**config.mk**
```make
export PLATFORM = sky130hd
export DESIGN_NAME = usart_clkgen
export DESIGN_NICKNAME = d
export VERILOG_FILES = /design/src/rtl/ucg_pkg.sv /design/src/rtl/ucg_prescaler.sv /design/src/rtl/ucg_postdiv.sv /design/src/rtl/ucg_xck_master.sv /design/src/rtl/ucg_xck_edge.sv /design/src/rtl/usart_clkgen.sv
export SDC_FILE = /design/constraint.sdc
export NUM_CORES = 1
export LEC_CHECK = 0
export ABC_CLOCK_PERIOD_IN_PS = 2900
export CAP_MARGIN = 20
export CELL_PAD_IN_SITES_DETAIL_PLACEMENT = 1
export CELL_PAD_IN_SITES_GLOBAL_PLACEMENT = 1
export CORE_ASPECT_RATIO = 2
export CORE_MARGIN = 5
export CORE_UTILIZATION = 41
export DETAILED_ROUTE_END_ITERATION = 16
export HOLD_SLACK_MARGIN = 0.08
export PLACE_DENSITY_LB_ADDON = 0.2
export SLEW_MARGIN = 20
export SYNTH_ARGS = -nofsm -noshare
export SYNTH_HDL_FRONTEND = slang
export SYNTH_SLANG_ARGS = --single-unit
```
**constraint.sdc**
```tcl
create_clock -name clk -period 2.9 [get_ports clk]
set_clock_uncertainty 0.15 [all_clocks]
set_input_delay 0.29 -clock clk [delete_from_list [all_inputs] [get_ports clk]]
set_output_delay 0.29 -clock clk [all_outputs]
set_load 0.02 [all_outputs]
```
**src/rtl/ucg_pkg.sv**
```systemverilog
package ucg_pkg;

   typedef enum logic [1:0] {
      CM_ASYNC_NORM  = 2'd0,
      CM_ASYNC_DBL   = 2'd1,
      CM_SYNC_MASTER = 2'd2,
      CM_SYNC_SLAVE  = 2'd3
   } clk_mode_e;

   // Double speed is only meaningful when not synchronous.
   function automatic clk_mode_e mode_of(input logic sync_sel,
                                         input logic is_master,
                                         input logic dbl);
      if (sync_sel)
         return is_master ? CM_SYNC_MASTER : CM_SYNC_SLAVE;
      return dbl ? CM_ASYNC_DBL : CM_ASYNC_NORM;
   endfunction

endpackage

```
**src/rtl/ucg_prescaler.sv**
```systemverilog
module ucg_prescaler #(
   parameter int DIV_W = 12
) (
   input  logic             clk,
   input  logic             rst_n,
   input  logic [DIV_W-1:0] div_val,
   input  logic             div_wr,
   output logic             pre_tick
);

   if (DIV_W < 1) begin : g_bad_w
      $error("ucg_prescaler: DIV_W must be at least 1");
   end

   logic [DIV_W-1:0] cnt_q;

   assign pre_tick = rst_n && !div_wr && (cnt_q == '0);

   always_ff @(posedge clk or negedge rst_n) begin
      if (!rst_n)
         cnt_q <= '0;
      else if (div_wr || cnt_q == '0)
         cnt_q <= div_val;
      else
         cnt_q <= cnt_q - 1'b1;
   end


   reload_chk: assert property (@(posedge clk) disable iff (!rst_n)
      div_wr |=> (cnt_q == $past(div_val)));

endmodule

```
**src/rtl/ucg_postdiv.sv**
```systemverilog
module ucg_postdiv #(
   parameter int NORM_RATIO = 16,
   parameter int DBL_RATIO  = 8
) (
   input  logic clk,
   input  logic rst_n,
   input  logic clr,
   input  logic pre_tick,
   input  logic use_dbl,
   output logic tx_tick
);

   localparam int CW = (NORM_RATIO > 2) ? $clog2(NORM_RATIO) : 1;
   localparam logic [CW-1:0] NORM_LAST = CW'(NORM_RATIO - 1);
   localparam logic [CW-1:0] DBL_LAST  = CW'(DBL_RATIO - 1);

   if (DBL_RATIO < 2 || NORM_RATIO <= DBL_RATIO) begin : g_bad_ratio
      $error("ucg_postdiv: need 2 <= DBL_RATIO < NORM_RATIO");
   end

   logic [CW-1:0] cnt_q;
   logic [CW-1:0] last;
   logic          at_last;

   assign last    = use_dbl ? DBL_LAST : NORM_LAST;
   assign at_last = (cnt_q >= last);
   assign tx_tick = pre_tick && at_last;

   always_ff @(posedge clk or negedge rst_n) begin
      if (!rst_n)
         cnt_q <= '0;
      else if (clr)
         cnt_q <= '0;
      else if (pre_tick)
         cnt_q <= at_last ? '0 : cnt_q + 1'b1;
   end

endmodule

```
**src/rtl/ucg_xck_master.sv**
```systemverilog
module ucg_xck_master (
   input  logic clk,
   input  logic rst_n,
   input  logic clr,
   input  logic run,
   input  logic pre_tick,
   output logic xck_q,
   output logic rise_stb,
   output logic fall_stb
);

   logic step;

   assign step     = run && pre_tick;
   assign rise_stb = step && !xck_q;
   assign fall_stb = step &&  xck_q;

   always_ff @(posedge clk or negedge rst_n) begin
      if (!rst_n)
         xck_q <= 1'b0;
      else if (clr || !run)
         xck_q <= 1'b0;
      else if (step)
         xck_q <= ~xck_q;
   end

endmodule

```
**src/rtl/ucg_xck_edge.sv**
```systemverilog
module ucg_xck_edge #(
   parameter int SYNC_STAGES = 1
) (
   input  logic clk,
   input  logic rst_n,
   input  logic xck_pin,
   output logic rise_stb,
   output logic fall_stb
);

   localparam int LAST = SYNC_STAGES - 1;

   if (SYNC_STAGES < 1) begin : g_bad_stages
      $error("ucg_xck_edge: SYNC_STAGES must be at least 1");
   end

   logic [SYNC_STAGES-1:0] sync_q;
   logic                   prev_q;
   logic                   rise_q;
   logic                   fall_q;

   if (SYNC_STAGES == 1) begin : g_single
      always_ff @(posedge clk or negedge rst_n) begin
         if (!rst_n) sync_q <= '0;
         else        sync_q <= xck_pin;
      end
   end else begin : g_chain
      always_ff @(posedge clk or negedge rst_n) begin
         if (!rst_n) sync_q <= '0;
         else        sync_q <= {sync_q[SYNC_STAGES-2:0], xck_pin};
      end
   end

   always_ff @(posedge clk or negedge rst_n) begin
      if (!rst_n) begin
         prev_q <= 1'b0;
         rise_q <= 1'b0;
         fall_q <= 1'b0;
      end else begin
         prev_q <= sync_q[LAST];
         rise_q <=  sync_q[LAST] && !prev_q;
         fall_q <= !sync_q[LAST] &&  prev_q;
      end
   end

   assign rise_stb = rise_q;
   assign fall_stb = fall_q;


   edge_rise_chk: assert property (@(posedge clk) disable iff (!rst_n)
      $rose(sync_q[LAST]) |=> rise_q);


   edge_fall_chk: assert property (@(posedge clk) disable iff (!rst_n)
      $fell(sync_q[LAST]) |=> fall_q);

endmodule

```
**src/rtl/usart_clkgen.sv**
```systemverilog
module usart_clkgen
   import ucg_pkg::*;
#(
   parameter int DIV_W       = 12,
   parameter int NORM_RATIO  = 16,
   parameter int DBL_RATIO   = 8,
   parameter int SYNC_STAGES = 1
) (
   input  logic             clk,
   input  logic             rst_n,
   input  logic [DIV_W-1:0] div_val,
   input  logic             div_wr,
   input  logic             dbl_spd,
   input  logic             sync_sel,
   input  logic             clk_master,
   input  logic             edge_pol,
   input  logic             xck_in,
   output logic             tx_bit_tick,
   output logic             rx_os_tick,
   output logic             chg_stb,
   output logic             smp_stb,
   output logic             xck_out,
   output logic             xck_oe
);

   clk_mode_e mode_w;
   logic      use_dbl, drive_clk, take_clk, is_async;
   logic      pre_tick, async_tx;
   logic      m_rise, m_fall, s_rise, s_fall;
   logic      edge_r, edge_f;
   logic      m_xck;

   assign mode_w = mode_of(sync_sel, clk_master, dbl_spd);

   always_comb begin
      use_dbl   = 1'b0;
      drive_clk = 1'b0;
      take_clk  = 1'b0;
      is_async  = 1'b0;
      unique case (mode_w)
         CM_ASYNC_NORM:  is_async = 1'b1;
         CM_ASYNC_DBL:   begin is_async = 1'b1; use_dbl = 1'b1; end
         CM_SYNC_MASTER: drive_clk = 1'b1;
         CM_SYNC_SLAVE:  take_clk = 1'b1;
         default:        is_async = 1'b1;
      endcase
   end

   ucg_prescaler #(.DIV_W(DIV_W)) u_pre (
      .clk      (clk),
      .rst_n    (rst_n),
      .div_val  (div_val),
      .div_wr   (div_wr),
      .pre_tick (pre_tick)
   );

   ucg_postdiv #(.NORM_RATIO(NORM_RATIO), .DBL_RATIO(DBL_RATIO)) u_post (
      .clk      (clk),
      .rst_n    (rst_n),
      .clr      (div_wr),
      .pre_tick (pre_tick),
      .use_dbl  (use_dbl),
      .tx_tick  (async_tx)
   );

   ucg_xck_master u_mst (
      .clk      (clk),
      .rst_n    (rst_n),
      .clr      (div_wr),
      .run      (drive_clk),
      .pre_tick (pre_tick),
      .xck_q    (m_xck),
      .rise_stb (m_rise),
      .fall_stb (m_fall)
   );

   ucg_xck_edge #(.SYNC_STAGES(SYNC_STAGES)) u_edge (
      .clk      (clk),
      .rst_n    (rst_n),
      .xck_pin  (xck_in),
      .rise_stb (s_rise),
      .fall_stb (s_fall)
   );

   assign edge_r = (drive_clk && m_rise) || (take_clk && s_rise);
   assign edge_f = (drive_clk && m_fall) || (take_clk && s_fall);

   assign chg_stb     = edge_pol ? edge_f : edge_r;
   assign smp_stb     = edge_pol ? edge_r : edge_f;
   assign tx_bit_tick = is_async ? async_tx : chg_stb;
   assign rx_os_tick  = is_async && pre_tick;
   assign xck_out     = m_xck;
   assign xck_oe      = rst_n && drive_clk;


   async_quiet_chk: assert property (@(posedge clk) disable iff (!rst_n)
      !sync_sel |-> (!chg_stb && !smp_stb));


   sync_norx_chk: assert property (@(posedge clk) disable iff (!rst_n)
      sync_sel |-> !rx_os_tick);


   strobe_excl_chk: assert property (@(posedge clk) disable iff (!rst_n)
      $onehot0({chg_stb, smp_stb}));


   tx_on_rx_chk: assert property (@(posedge clk) disable iff (!rst_n)
      (tx_bit_tick && !sync_sel) |-> rx_os_tick);


   master_oe_chk: assert property (@(posedge clk) disable iff (!rst_n)
      (sync_sel && clk_master) |-> xck_oe);

endmodule

```
Word-level counts from Yosys, hierarchy flattened. Cells that the tools add are included.

Add/subtract/negate cells: 2. Magnitude comparators: 1. Eq/ne operators: 3. Multiplexer cells: 19. Bitwise gates (word level): 1. Reduce and logical (&&, ||, !) cells: 28.

Operators by type and width (number): 2-to-1 mux 4 bit (4); logical AND 1 bit (14); zero test 12 bit (1); 2-to-1 mux 1 bit (12); 2-to-1 mux 12 bit (1); subtractor 12 x 1 -> 12 bit, second input constant (1); zero test 1 bit (5); adder 4 x 1 -> 4 bit, second input constant (1); equality test 2 bit, second input constant (2); >= comparator 4 bit (1); logical OR 1 bit (4); 2-to-1 mux 2 bit (2); nonzero test 2 bit (2); equality test 2 x 1 -> 1 bit, second input constant (1); zero test 2 bit (1); OR reduction 2 bit (1); inverter 1 bit (1).

Register bits: 21. Input bits: 20. Output and inout bits: 6. Logic and storage cells: 61.

Logic depth before layout (Yosys ltp). Gate-level depths: netlist of the first run.

Depth in word-level cells: 11. Depth in mapped cells: 7. Gate-level depth less buffers: 6.

Hierarchy. A second synthesis of the first run with hierarchy kept.

Cell total of the unflattened synthesis: 116. Area total of the unflattened synthesis: 1227.4 µm².

Modules (own cells, without submodules): ucg_prescaler (instances 1, cells each 72, area an instance 713.2 µm², seq. area each 300.3 µm²); ucg_postdiv (instances 1, cells each 23, area an instance 235.2 µm², seq. area each 100.1 µm²); ucg_xck_edge (instances 1, cells each 6, area an instance 115.1 µm², seq. area each 100.1 µm²); usart_clkgen (instances 1, cells each 9, area an instance 102.6 µm², seq. area each 0.0 µm²); ucg_xck_master (instances 1, cells each 6, area an instance 61.3 µm², seq. area each 25.0 µm²).

Worst setup path before layout of the first run. OpenSTA, ideal clock, no wires.

Path type: register -> output. Start point: register u_pre.cnt_q[0]. End point: output tx_bit_tick. Data arrival time: 1832 ps. Required time: 2460 ps. Setup slack: 628 ps. Stages on the path, launching flop included: 7. Buffers on the path: 0. Cell sequence: dfrtp_1 > inv_1 > ha_1 > or4b_1 > nor4_2 > o32a_2 > a21o_1.

Cells in the longest elaborated chain, start to end: 8. Elaborated cells between the ends (all ways): 12. Classes of those cells: mux (2); reduce/logical (10).

Ends and longest elaborated chain: from (decl) (RTL line ucg_prescaler.sv:15) `logic [DIV_W-1:0] cnt_q;`; from (signal assigned) (RTL line ucg_prescaler.sv:23) `cnt_q <= div_val;`; from (signal assigned) (RTL line ucg_prescaler.sv:25) `cnt_q <= cnt_q - 1'b1;`; zero test 12 bit * (RTL line ucg_prescaler.sv:17) `assign pre_tick = rst_n && !div_wr && (cnt_q == '0);`; logical AND 1 bit * (RTL line ucg_prescaler.sv:17); logical AND 1 bit * (RTL line ucg_xck_master.sv:14) `assign step = run && pre_tick;`; logical AND 1 bit (on tied branches) (RTL line ucg_xck_master.sv:15, ucg_xck_master.sv:16); logical AND 1 bit (on tied branches) (RTL line usart_clkgen.sv:85, usart_clkgen.sv:86); logical OR 1 bit (on tied branches) (RTL line usart_clkgen.sv:85, usart_clkgen.sv:86); 2-to-1 mux 1 bit * (RTL line usart_clkgen.sv:88) `assign chg_stb = edge_pol ? edge_f : edge_r;`; via chg_stb (RTL line usart_clkgen.sv:20) `output logic chg_stb,`; 2-to-1 mux 1 bit * (RTL line usart_clkgen.sv:90) `assign tx_bit_tick = is_async ? async_tx : chg_stb;`; to (decl) (RTL line usart_clkgen.sv:18) `output logic tx_bit_tick,`.

Mark *: on every way through the listed nets, which the timed path passes. The rest lies on a longest branch.

Worst setup path after layout of the first run.
Start point: register u_pre.cnt_q[0]. End point: output chg_stb.

Cells in the longest elaborated chain, start to end: 7. Elaborated cells between the ends (all ways): 10. Classes of those cells: mux (1); reduce/logical (9).

Ends and longest elaborated chain (RTL line): zero test 12 bit * (ucg_prescaler.sv:17); logical AND 1 bit * (ucg_prescaler.sv:17); logical AND 1 bit * (ucg_xck_master.sv:14); logical AND 1 bit (on tied branches) (ucg_xck_master.sv:15, ucg_xck_master.sv:16); logical AND 1 bit (on tied branches) (usart_clkgen.sv:85, usart_clkgen.sv:86); logical OR 1 bit (on tied branches) (usart_clkgen.sv:85, usart_clkgen.sv:86); 2-to-1 mux 1 bit * (usart_clkgen.sv:88); to (decl) (usart_clkgen.sv:20).

Every way passes the cells marked *; elsewhere a longest branch is shown, timed or not.

==> flow_summary.toml, run 1 <==
[power]
p_int_w = 0.000486
ir_drop_mv = 0.388
pwr-share-clk = 0.296
seqPwrFrac = 0.497
p_comb_frac = 0.206
total_power_w = 0.000680
power.switching_w = 0.000194
p_leak_nw = 0.691
powerDensity_nw_per_um2 = 425
netSwitchingFraction = 0.285

[run]
cap_violations = 0

[yosys]
synth_area_leaders = "dfrtp_1, nor2_1, a21oi_1"
ys_types = 36
syn_area_sq_um = 1200
ys.flop_type = "dfrtp_1"
synth_seq_cells = 21
synth_edf_count = 0
synthCells = 120
synth_nets = 144
seq_area_frac_synth = 0.438
yosysMostFrequentCell = "dfrtp_1"
synth_top_area_frac = 0.438
async_reset_ff_frac = 1.00
synth.avg_cell_area_sq_um = 10.0
ys_top_cells_by_count = "dfrtp_1, nor2_1, a21oi_1, nor2b_1, xor2_1"
yosysWarnings = 0
yosysTopAreaCell = "dfrtp_1"

[sta]
slew_headroom = 0.623
drv_slew = 0
setup_viol = 0
rsz0062_at_grt = "no"
setup_tns_ns = 0
whs_ns = 0.255
period_needed_ns = 2.76
timing.final.ws_setup_ns = 0.144
hold_viol = 0
max_freq_ghz = 0.363
min_period_over_period = 0.950
worst_slew_pin_slew_ns = 0.561

[route]
routed_wl_mm = 3.11
avgViaCountPerCell = 5.76
drt_iter0_drc = 12
post_drt_wl_per_cell_um = 16.7
ant_nets = 0
firstDrtPassIters = 4
drcViolationCount = 0
vias = 1072

[floorplan]
start_util = 0.428
die_w_um = 48.3
die_h_um = 86.5
pin_count = 26
num_rows = 27
fp.dieArea_sq_um = 4170
core-area_sq_um = 2800

[worst_setup_path]
rrSetupSlack_ns = 0.85
setup.worst_path.class = "reg -> out"
r2r-start = "u_pre.cnt_q[0]"
cp_max_fo = 3
endpoint_kind = "output pin"
r2r.worst_path.cells = 7
cp_data_arrival_time_ns = 2.32
crit_path_end = "chg_stb"
critical_path.startpoint_type = "flip-flop"
critPathRequiredTime_ns = 2.46
r2r_end = "u_post.cnt_q[2]"
startpoint = "u_pre.cnt_q[0]"

[clock_tree]
cts_setup_buffers = 0
clkLatencyLatePin_ns = 0.27
cts_root_buffer = "clkbuf_8"
tritoncts = "built"
cts_made_buffers = 3
clk_pin_slew_ns = 0.08
cts_buffer_depth = 2
h-tree-depth = 1
postCtsHoldBufs = 0
clkSinkCount = 21

[global_route]
grt_pass1_vias = 1106
grt_start_max_net_pins = 23
grt_overflow = 0
antenna_found_initial = 0
grt_first_pass_wirelength_mm = 4.79
gr-usage-all-layers = 0.161

[place]
dp_hpwl_mm = 2.46
dp_slack_ns = 0.0925
place_area_sq_um = 1550
gp_congestion = 0.789
io_buffer_count = 25

[cells_and_area]
area_delta_synth_final_pct = 33.2
drive_gt1_frac = 0.153
design_area_sq_um = 1600
nets = 182
antenna_cells = 0

[hold_path]
hold_class = "reg -> reg"

[run_status]
status = "completed"
## flip-flops by register name, summed over array words and instances (netlist names)
register / flops
u_edge.fall_stb: 1
u_mst.xck_q: 1
u_pre.cnt_q: 12
u_edge.rise_stb: 1
u_post.cnt_q: 4
u_edge.prev_q: 1
u_edge.sync_q: 1
## worst min-delay path by stage
stage / startpoint / end / slack (ns) / depth (start not counted)
finish: u_edge.sync_q / u_edge.prev_q / 0.25 / 0
detailed placement: u_edge.sync_q / u_edge.prev_q / 0.24 / 0
global placement: u_edge.sync_q / u_edge.prev_q / 0.23 / 0
CTS: u_edge.sync_q / u_edge.prev_q / 0.26 / 0
global route: u_edge.sync_q / u_edge.prev_q / 0.28 / 0
floorplan: rst_n / u_edge.fall_stb / -0.16 / 0
## per-layer routing
layer  vias up  part of all wire  GRT usage
li1        508                 -          -
met1       532              0.34      0.149
met2        26              0.58      0.283
met3         6             0.047     0.0478
met4         0             0.027     0.0882
met5         -                 0          0
## power groups by stage
stage               sequential, W  combinational (W)  clock [W]
floorplan                0.000344          0.0000648          0
global placement         0.000341           0.000138          0
detailed placement       0.000343           0.000143          0
CTS                      0.000337           0.000142   0.000203
global route             0.000341           0.000155   0.000217
finish                   0.000338           0.000140   0.000201
## per-stage QoR
step	std cells	utilization
2_1_floorplan	120	-
3_3_place_gp	182	0.554
3_5_place_dp	182	0.554
4_1_cts	186	0.569
5_1_grt	186	0.570
6_report	186	0.570
## worst max-delay path, cell delays in order (launching register included)
cell and delay, ns:
dfrtp_1 0.42, inv_1 0.12, ha_1 0.17, or4b_1 0.52, nor4_2 0.31, o32a_2 0.21
clkdlybuf4s15_1 0.30
## timing repair
item / 4_1_cts / 5_1_grt
cloned: 0 / 0
endpoints found under the setup margin: 3 / 3
pin swaps: 0 / 0
hold endpoints to repair: 0 / 0
resized for setup: 3 / 6
## logic make-up (layout without fill, tap and decap cells)
family          count (synthesis)  count (layout)  share of synthesized area
compound gates                 20              20                      0.104
mux                             2               2                     0.0177
simple gates                   57              57                      0.307
buf+inv                         6              43                     0.0188
flops                          21              21                      0.438
fa+ha+maj                       4               4                     0.0417
xor+xnor                       10              10                     0.0730
## cells in the final DEF (no fill, tap or decap), drive strengths merged, types with 2 or more instances in the layout
| master | instances |
|---|---|
| buf | 10 |
| nor3 | 5 |
| clkbuf | 6 |
| nand2 | 4 |
| clkdlybuf4s50 | 22 |
| xnor2 | 4 |
| nor2b | 6 |
| nand3b | 2 |
| a211o | 2 |
| dfrtp | 21 |
| xor2 | 6 |
| nor3b | 2 |
| nor4b | 3 |
| inv | 4 |
| nor2 | 16 |
| a31oi | 2 |
| ha | 4 |
| a21o | 2 |
| nand4 | 2 |
| or4 | 2 |
| a21oi | 11 |
| nor4 | 5 |
| or4b | 2 |
| nand3 | 4 |
## final cells by class
type                    instances  area [sq um]
fillers                       344          1210
multi-input cells              93           661
flip-flops and latches         21           526
repair buffers                 35           315
clock buffers                   4          45.0
well taps                      29          36.3
inverters                       4          15.0
No activity file was read; power rests on OpenSTA's default activity.
==> run 2, diff against run 1 <==
--- a/config.mk
+++ b/config.mk
@@ -9,7 +9,6 @@
 export CAP_MARGIN = 20
 export CELL_PAD_IN_SITES_DETAIL_PLACEMENT = 1
 export CELL_PAD_IN_SITES_GLOBAL_PLACEMENT = 1
-export CORE_ASPECT_RATIO = 2
 export CORE_MARGIN = 5
 export CORE_UTILIZATION = 41
 export DETAILED_ROUTE_END_ITERATION = 16
==> run 2 against run 1 <==
Utilization rose by 0.51 points. Largest cell class unchanged. Count of clock-buffer cells in the layout unchanged. Combinational power about the same.
==> flow_summary.toml, run 2 (synthesis results as in run 1) <==
[sta]
timing.final.ws_setup_ns = 0.132
min_period_over_period = 0.954
max_freq_ghz = 0.361
setup_tns_ns = 0
slew_headroom = 0.551
setup_viol = 0
period_needed_ns = 2.77
rsz0062_at_grt = "no"
hold_viol = 0
worst_slew_pin_slew_ns = 0.670
drv_slew = 0

[cells_and_area]
area_delta_synth_final_pct = 33.3
final_cell_mix = "clkdlybuf4s50_1, dfrtp_1, nor2_1"
antenna_cells = 0
top_regs = "u_pre.cnt_q (12), u_post.cnt_q (4)"
mostFrequentLayoutCell = "clkdlybuf4s50_1"
drive_gt1_frac = 0.166
regMostFlops = "u_pre.cnt_q"
nets = 182
largest_reg_flops = 12

[floorplan]
die_h_um = 64.1
num_rows = 19
core-area_sq_um = 2780
die_w_um = 64.1
fp.dieArea_sq_um = 4110
pin_count = 26
start_util = 0.431

[run_status]
status = "completed"

[power]
p_int_w = 0.000444
p_comb_frac = 0.224
p_leak_nw = 0.700
ir_drop_mv = 0.274
seqPwrFrac = 0.540
pwr-share-clk = 0.236
powerDensity_nw_per_um2 = 394
power.switching_w = 0.000185
netSwitchingFraction = 0.295

[route]
firstDrtPassIters = 3
vias = 1054
routed_wl_mm = 2.98
avgViaCountPerCell = 5.61
ant_nets = 0
drcViolationCount = 0
drt_iter0_drc = 38
post_drt_wl_per_cell_um = 15.8

[clock_tree]
h-tree-depth = 1
clk_pin_slew_ns = 0.12
cts_buffer_depth = 2
clkLatencyLatePin_ns = 0.32
cts_root_buffer = "clkbuf_4"
cts_made_buffers = 3
clkSinkCount = 21
postCtsHoldBufs = 0
tritoncts = "built"

[global_route]
gr-usage-all-layers = 0.158
grt_start_max_net_pins = 23
grt_overflow = 0
grt_first_pass_wirelength_mm = 5.11
antenna_found_initial = 0
grt_pass1_vias = 1114

[worst_setup_path]
setup.worst_path.class = "reg -> out"
worstSetupPathDepth = 4
cp_data_arrival_time_ns = 2.33
critPathRequiredTime_ns = 2.46
path_delay_family = "simple AND/OR/NAND/NOR gates"
r2r.worst_path.cells = 6
crit_buf_inv = 1
endpoint_kind = "output pin"
cp_max_fo = 6
max_stage_delay_ns = 0.70
critical_path.startpoint_type = "flip-flop"
slowest_stage = "or4b_2"
crit_path_cell_trace = "or4b_2 > nor4_4 > o32a_2 > dlygate4sd2_1"

[hold_path]
hold_class = "in -> reg"
hold_path_depth = 1

[place]
gp_congestion = 0.751
dp_slack_ns = 0.0546
io_buffer_count = 25
dp_hpwl_mm = 2.32

[run]
cap_violations = 0
[run 2: cell type report]
class                      count  area, sq um
tap                           31         38.8
sequential                    21          526
inverter                       4         15.0
fill                         316         1180
multi-input combinational     93          673
clock buffer                   4         26.3
timing repair buffer          35          320
[run 2: timing repair]
item,CTS,global route
resized for setup,7,4
endpoints found under the setup margin,3,3
setup buffers,0,2
cloned,0,0
pin swaps,0,1
hold endpoints to repair,0,0
[run 2: power groups by stage]
| stage | Combinational [W] | Clock (W) | Sequential (W) |
|---|---|---|---|
| finish | 0.000141 | 0.000149 | 0.000340 |
| CTS | 0.000138 | 0.000154 | 0.000339 |
| detailed placement | 0.000138 | 0 | 0.000345 |
| global placement | 0.000133 | 0 | 0.000343 |
| floorplan | 0.0000648 | 0 | 0.000344 |
| global route | 0.000157 | 0.000169 | 0.000344 |
[run 2: final timing paths]
check / from / to / slack (ns)
setup / recovery: u_pre.cnt_q[4] / chg_stb / 0.13
hold / removal: xck_in / u_edge.sync_q / 0.25
setup reg to reg: u_pre.cnt_q[1] / u_pre.cnt_q[1] / 0.79
hold reg to reg: u_edge.sync_q / u_edge.prev_q / 0.27
max in group asynchronous: rst_n / u_pre.cnt_q[4] / 2.11
min in group asynchronous: rst_n / u_pre.cnt_q[0] / 0.27
[run 2: routing by layer]
| layer | share of wire | vias to the layer above | routed length (um) | global-route usage |
|---|---|---|---|---|
| li1 | - | 507 | - | - |
| met1 | 0.42 | 521 | 1240 | 0.188 |
| met2 | 0.52 | 21 | 1540 | 0.274 |
| met3 | 0.047 | 5 | 140 | 0.0350 |
| met4 | 0.017 | 0 | 51 | 0.0611 |
| met5 | 0 | - | 0 | 0 |
[run 2: per-stage QoR]
step           power (W)  hold WS, ns  instances  instance area (sq um)  utilization
6_report        0.000629        0.253        188                   1600        0.575
5_1_grt         0.000669        0.239        188                   1600        0.575
4_1_cts         0.000632        0.246        186                   1580        0.567
3_5_place_dp    0.000483        0.238        182                   1540        0.554
3_3_place_gp    0.000477        0.223        182                   1540        0.554
2_1_floorplan   0.000409       -0.156        120                   1200            -
